`src/rtl/cmd_rx_pkg.sv`:
```
`timescale 1ns/1ps
package cmd_rx_pkg;
   typedef enum logic [1:0] {
      ST_IDLE = 2'd0,
      ST_DATA = 2'd1,
      ST_HOLD = 2'd2
   } rx_state_e;
endpackage

```
`src/rtl/cmd_rx_wake.sv`:
```
`timescale 1ns/1ps
module cmd_rx_wake #(
   parameter int WAKE_LEN = 10
) (
   input  logic clk,
   input  logic rst_n,
   input  logic sdi,
   output logic armed
);
   localparam int OW = $clog2(WAKE_LEN + 1);

   generate
      if (WAKE_LEN < 1) begin : g_bad_wake
         $error("cmd_rx_wake: WAKE_LEN must be at least 1");
      end
   endgenerate

   logic [OW-1:0] ones_q;

   always_ff @(posedge clk or negedge rst_n) begin
      if (!rst_n) begin
         ones_q <= '0;
         armed  <= 1'b0;
      end else if (!armed) begin
         if (!sdi) begin
            ones_q <= '0;
         end else if (ones_q == OW'(WAKE_LEN - 1)) begin
            armed <= 1'b1;
         end else begin
            ones_q <= ones_q + 1'b1;
         end
      end
   end

   AST_ARMED_STICKY: assert property (@(posedge clk) disable iff (!rst_n)
      armed |=> armed);
   AST_ARM_NEEDS_HIGH: assert property (@(posedge clk) disable iff (!rst_n)
      $rose(armed) |-> $past(sdi));
endmodule

```
`src/rtl/cmd_rx_brkdet.sv`:
```
`timescale 1ns/1ps
module cmd_rx_brkdet #(
   parameter int BREAK_LEN = 10
) (
   input  logic clk,
   input  logic rst_n,
   input  logic en,
   input  logic sdi,
   output logic hit
);
   localparam int ZW = $clog2(BREAK_LEN + 1);

   generate
      if (BREAK_LEN < 2) begin : g_bad_brk
         $error("cmd_rx_brkdet: BREAK_LEN must be at least 2");
      end
   endgenerate

   logic [ZW-1:0] zeros_q;

   // The sample in flight completes the run when it is low and the
   // count already holds one less than the break length.
   assign hit = en && !sdi && (zeros_q == ZW'(BREAK_LEN - 1));

   always_ff @(posedge clk or negedge rst_n) begin
      if (!rst_n) begin
         zeros_q <= '0;
      end else if (!en || sdi) begin
         zeros_q <= '0;
      end else if (zeros_q != ZW'(BREAK_LEN)) begin
         zeros_q <= zeros_q + 1'b1;
      end
   end

   AST_ZERO_RUN_BOUND: assert property (@(posedge clk) disable iff (!rst_n)
      zeros_q <= ZW'(BREAK_LEN));
   AST_HIT_ONCE_PER_RUN: assert property (@(posedge clk) disable iff (!rst_n)
      hit |=> !hit);
endmodule

```
`src/rtl/cmd_rx_deframe.sv`:
```
`timescale 1ns/1ps
module cmd_rx_deframe
   import cmd_rx_pkg::*;
#(
   parameter int DATA_W = 8
) (
   input  logic              clk,
   input  logic              rst_n,
   input  logic              armed,
   input  logic              brk_hit,
   input  logic              sdi,
   output logic [DATA_W-1:0] rx_byte,
   output logic              rx_vld,
   output logic              rx_brk
);
   localparam int BW = (DATA_W > 1) ? $clog2(DATA_W) : 1;
   localparam logic [BW-1:0] LAST_BIT = BW'(DATA_W - 1);

   rx_state_e         st_q;
   logic [BW-1:0]     bit_q;
   logic [DATA_W-1:0] shift_q;
   logic [DATA_W-1:0] shift_nx;

   // Least significant bit arrives first, so each new sample enters at
   // the top and older samples move toward bit 0.
   assign shift_nx = {sdi, shift_q[DATA_W-1:1]};

   always_ff @(posedge clk or negedge rst_n) begin
      if (!rst_n) begin
         st_q    <= ST_IDLE;
         bit_q   <= '0;
         shift_q <= '0;
         rx_byte <= '0;
         rx_vld  <= 1'b0;
         rx_brk  <= 1'b0;
      end else begin
         rx_vld <= 1'b0;
         rx_brk <= 1'b0;
         if (!armed) begin
            st_q <= ST_IDLE;
         end else if (brk_hit) begin
            rx_brk <= 1'b1;
            st_q   <= ST_HOLD;
         end else begin
            unique case (st_q)
               ST_IDLE: begin
                  if (!sdi) begin
                     st_q  <= ST_DATA;
                     bit_q <= '0;
                  end
               end
               ST_DATA: begin
                  shift_q <= shift_nx;
                  bit_q   <= bit_q + 1'b1;
                  if (bit_q == LAST_BIT) begin
                     rx_byte <= shift_nx;
                     rx_vld  <= 1'b1;
                     st_q    <= ST_IDLE;
                  end
               end
               ST_HOLD: begin
                  if (sdi) st_q <= ST_IDLE;
               end
               default: st_q <= ST_IDLE;
            endcase
         end
      end
   end

   AST_VLD_ONE_CLOCK: assert property (@(posedge clk) disable iff (!rst_n)
      rx_vld |=> !rx_vld);
   AST_BRK_ONE_CLOCK: assert property (@(posedge clk) disable iff (!rst_n)
      rx_brk |=> !rx_brk);
   AST_BRK_HIDES_BYTE: assert property (@(posedge clk) disable iff (!rst_n)
      rx_brk |-> !rx_vld);
   AST_HOLD_SILENT: assert property (@(posedge clk) disable iff (!rst_n)
      (st_q == ST_HOLD) |-> !rx_vld);
   AST_BYTE_STABLE: assert property (@(posedge clk) disable iff (!rst_n)
      !rx_vld |-> $stable(rx_byte));
endmodule

```
`src/rtl/cmd_rx.sv`:
```
`timescale 1ns/1ps
module cmd_rx #(
   parameter int DATA_W    = 8,
   parameter int BREAK_LEN = 10,
   parameter int WAKE_LEN  = 10
) (
   input  logic              clk,
   input  logic              rst_n,
   input  logic              sdi,
   output logic [DATA_W-1:0] rx_byte,
   output logic              rx_vld,
   output logic              rx_brk
);
   generate
      if (DATA_W < 2) begin : g_bad_width
         $error("cmd_rx: DATA_W must be at least 2");
      end
      if (BREAK_LEN < DATA_W + 2) begin : g_bad_break
         $error("cmd_rx: BREAK_LEN must exceed DATA_W + 1 so an all-zero byte is receivable");
      end
   endgenerate

   logic armed;
   logic brk_hit;

   cmd_rx_wake #(.WAKE_LEN(WAKE_LEN)) u_wake (
      .clk   (clk),
      .rst_n (rst_n),
      .sdi   (sdi),
      .armed (armed)
   );

   cmd_rx_brkdet #(.BREAK_LEN(BREAK_LEN)) u_brk (
      .clk   (clk),
      .rst_n (rst_n),
      .en    (armed),
      .sdi   (sdi),
      .hit   (brk_hit)
   );

   cmd_rx_deframe #(.DATA_W(DATA_W)) u_dfr (
      .clk     (clk),
      .rst_n   (rst_n),
      .armed   (armed),
      .brk_hit (brk_hit),
      .sdi     (sdi),
      .rx_byte (rx_byte),
      .rx_vld  (rx_vld),
      .rx_brk  (rx_brk)
   );

   AST_UNARMED_QUIET: assert property (@(posedge clk) disable iff (!rst_n)
      !armed |-> (!rx_vld && !rx_brk));
   AST_BRK_AFTER_LOW: assert property (@(posedge clk) disable iff (!rst_n)
      rx_brk |-> !$past(sdi));
endmodule

```
`config.mk`:
```
export PLATFORM = sky130hd
export DESIGN_NAME = cmd_rx
export DESIGN_NICKNAME = d
export VERILOG_FILES = /design/src/rtl/cmd_rx_pkg.sv /design/src/rtl/cmd_rx_wake.sv /design/src/rtl/cmd_rx_brkdet.sv /design/src/rtl/cmd_rx_deframe.sv /design/src/rtl/cmd_rx.sv
export SDC_FILE = /design/constraint.sdc
export NUM_CORES = 1
export LEC_CHECK = 0
export CAP_MARGIN = 10
export CORE_MARGIN = 2
export CORE_UTILIZATION = 50
export CTS_CLUSTER_DIAMETER = 100
export DETAILED_ROUTE_END_ITERATION = 6
export GPL_TIMING_DRIVEN = 0
export PLACE_DENSITY = 0.74
export SYNTH_ARGS = -nofsm -noshare
export SYNTH_HDL_FRONTEND = slang
export SYNTH_SLANG_ARGS = --single-unit
```
`constraint.sdc`:
```
create_clock -name clk -period 1.64 [get_ports clk]
set_input_delay 0.328 -clock clk [delete_from_list [all_inputs] [get_ports clk]]
set_output_delay 0.328 -clock clk [all_outputs]
set_load 0.02 [all_outputs]
```
==> impl_metrics.csv <==
group,metric,value,unit
die,num_rows,19,
timing,max_freq,0.634,GHz
setup_path,r2r_slack,0.10,ns
final_layout,syn_to_final_growth,22.1,%
final_layout,antenna_cells,0,
timing,setup_viol,0,
setup_path,crit_start,"u_dfr.rx_vld",
yosys,synth.area.top_cells,"dfrtp_1 55%, mux2_4 8.6%, mux2_2 8.0%",
yosys,async_flop_share,100,%
yosys,netlist.area_leader.share,55.4,%
timing,fin_setup_tns,0,ns
yosys,synth_cell_types,26,
setup_path,cp_slowest_cell,"clkdlybuf4s50_1",
yosys,synth_flop_cell,"dfrtp_1",
setup_path,path_buf_inv,1,
yosys,syn_area,0.00140,mm2
grt,grt_use_total,17.0,%
clock_network,cts_tree,"built",
setup_path,critPathTopFamily,"buffers and inverters",
placement,dp_hpwl,1730,um
drt,wl_per_cell,15.3,um
setup_path,max_stage_delay,0.59,ns
yosys,postSynthAreaPerCell,13.9,um2
setup_path,timing.critical_path.required,1.31,ns
yosys,synth_edf_count,0,
die,fp.dieW,56.9,um
hold_path,hp-class,"in2async",
yosys,synth_nets,111,
drt,first_pass_iters,3,
final_layout,final_core_util,63.2,%
outcome,status,"complete, no violations",
drt,vias,838,
pwr,irDropWorstVdd,0.000696,V
placement,place_congestion,0.710,
timing,finalHoldViolCount,0,
grt,first_global_vias,940,
final_layout,instances_no_fill,155,
grt,use_met3,7.03,%
grt,antenna_found_initial,0,
die,design.die.area,0.00324,mm2
clock_network,cts-htree-levels,2,
grt,grt_pass1_wl,4160,um
setup_path,critPathArrivalTime,1.25,ns
timing,worst_hold_slack,0.434,ns
grt,grt_overflow_total,0,
clock_network,clock-sinks,31,
drt,drt_first_iter_violations,16,
timing,period_needed,1.58,ns
clock_network,root_buffer,"clkbuf_4",
yosys,syn_inst,101,
pwr,powerDensity,858,mW/mm2
yosys,yosysWarningCount,0,
setup_path,r2r-end,"u_dfr.rx_byte[6]",
clock_network,numCtsBuffers,5,
clock_network,clock_latency,0.33,ns
placement,dp.cells,145,
timing,tightestPinTransition,0.741,ns
yosys,synth_top_cell_by_area,"dfrtp_1",
drt,wl,2380,um
setup_path,cp_max_fo,1,
grt,grt.busiest_layer,"met2",
grt,globalRouteMet1Util,19.0,%
run,drv_cap,0,
timing,drv_slew,0,
setup_path,crit_end,"rx_vld",
die,die_h,56.9,um
final_layout,fill_cells,220,
die,start_util,51.7,%
setup_path,critPathKind,"reg2out",
final_layout,num-nets-final,133,
setup_path,cp_cell_sequence,"clkdlybuf4s50_1",
setup_path,start_kind,"register",
die,io_pins,13,
grt,grt_max_degree,19,
drt,ant_nets,0,
clock_network,clkTransAtPathRegs,0.10,ns
setup_path,rr_worst_depth,6,
clock_network,holdBufCountCts,0,
timing,rsz0062_at_grt,"no",
timing,final.setup_skew,0.00690,ns
timing,finalCritPeriodShare,96.1,%
placement,port_buffers,12,
drt,via_per_inst,5.41,
yosys,ys_seq_area_share,55.4,%
grt,grtUsageMet2,29.9,%
pwr,p_leak,0.968,nW
final_layout,drive_gt1_share,28.2,%
die,core_region_area,0.00271,mm2
timing,slew_headroom,50.4,%
setup_path,end_kind,"output port",
setup_path,r2r-start,"u_brk.zeros_q[1]",
yosys,synth_seq_cells,31,
setup_path,worst-path-stages,1,
clock_network,cts_max_path_buffers,2,
drt,drc,0,
area by class of cell:
cell class | count | area, um2 | share of cell area [%]
buffer | 3 | 27.5 | 1.61
timing repair buffer | 15 | 183 | 10.7
inverter | 5 | 18.8 | 1.10
clock buffer | 6 | 51.3 | 3.00
tap | 31 | 38.8 | 2.27
sequential | 31 | 776 | 45.3
multi-input combinational | 62 | 582 | 34.0
clock inverter | 2 | 35.0 | 2.05
metal layers:
| layer | vias up | share of wire [%] |
|---|---|---|
| li1 | 397 | - |
| met1 | 428 | 39 |
| met2 | 11 | 56 |
| met3 | 2 | 4.1 |
| met4 | 0 | 0.59 |
| met5 | - | 0 |
registers in the layout, indices dropped and copies added, names as in the netlist:
| signal | cells |
|---|---|
| u_wake.armed | 1 |
| u_wake.ones_q | 4 |
| u_dfr.rx_brk | 1 |
| u_brk.zeros_q | 4 |
| u_dfr.rx_byte | 8 |
| u_dfr.rx_vld | 1 |
| u_dfr.bit_q | 3 |
| u_dfr.shift_q | 7 |
| u_dfr.st_q | 2 |
what timing repair did:
| item | CTS | global route |
|---|---|---|
| pin swaps | 0 | 0 |
| setup buffers | 2 | 0 |
| resized for setup | 0 | 9 |
| setup endpoints to repair | 8 | 13 |
Yosys cell counts, types with 2 or more instances:
cell type	count
nor2_1	6
inv_1	5
dfrtp_1	31
buf_6	2
mux2i_1	2
nand2b_1	4
mux2_2	10
nand3b_1	2
mux2_4	8
a22o_1	3
ha_1	7
nand3_1	4
nor2b_1	2
a21oi_1	3
report_power, final:
group,total [W],switching [W],internal [W]
logic,0.0000668,0.0000362,0.0000306
clock network,0.000618,0.000258,0.000360
registers,0.000784,0.0000109,0.000773
logic make-up (layout without fill, tap and decap cells):
group	after synthesis	count (layout)	share of synthesized area, %
AO/OA/AOI/OAI	10	10	5.00
flip-flops	31	31	55.4
AND/OR/NAND/NOR	23	23	10.8
buffers and inverters	8	31	3.30
XOR/XNOR	2	2	1.25
multiplexers	20	20	18.0
adder cells (fa/ha/maj)	7	7	6.25
worst min path at each step:
| stage | from | endpoint | depth (start not counted) |
|---|---|---|---|
| floorplan | rst_n | u_brk.zeros_q[0] | 0 |
| global placement | u_dfr.bit_q[1] | u_dfr.bit_q[1] | 1 |
| detailed placement | u_dfr.rx_byte[7] | u_dfr.rx_byte[7] | 1 |
| CTS | rst_n | u_dfr.rx_brk | 1 |
| global route | rst_n | u_wake.ones_q[1] | 1 |
| finish | rst_n | u_dfr.rx_brk | 1 |
layout by cell type, fill, tap and decap left out, drive strengths merged:
master / count
xnor2: 1
and4: 1
bufinv: 1
mux2: 18
mux2i: 2
clkinv: 1
o21ai: 1
o31ai: 1
buf: 5
a211oi: 1
ha: 7
nand2b: 4
nand2: 1
nand4bb: 1
clkbuf: 7
inv: 5
a41oi: 1
nor2: 6
nor2b: 2
dfrtp: 31
nand3: 4
a21oi: 3
a22o: 3
xor2: 1
and2b: 1
and3: 1
nand3b: 2
dlymetal6s2s: 8
clkdlybuf4s50: 4
stage by stage:
stage | instance area [um2] | worst slack (ns) | power, W
6_report | 1710 | 0.0634 | 0.00147
5_1_grt | 1710 | 0.00348 | 0.00153
4_1_cts | 1690 | 0.00165 | 0.00148
3_5_place_dp | 1590 | -0.189 | 0.000867
3_3_place_gp | 1560 | -0.259 | 0.000854
2_1_floorplan | 1400 | 0.103 | 0.000829
No activity file was read; power rests on OpenSTA's default activity.
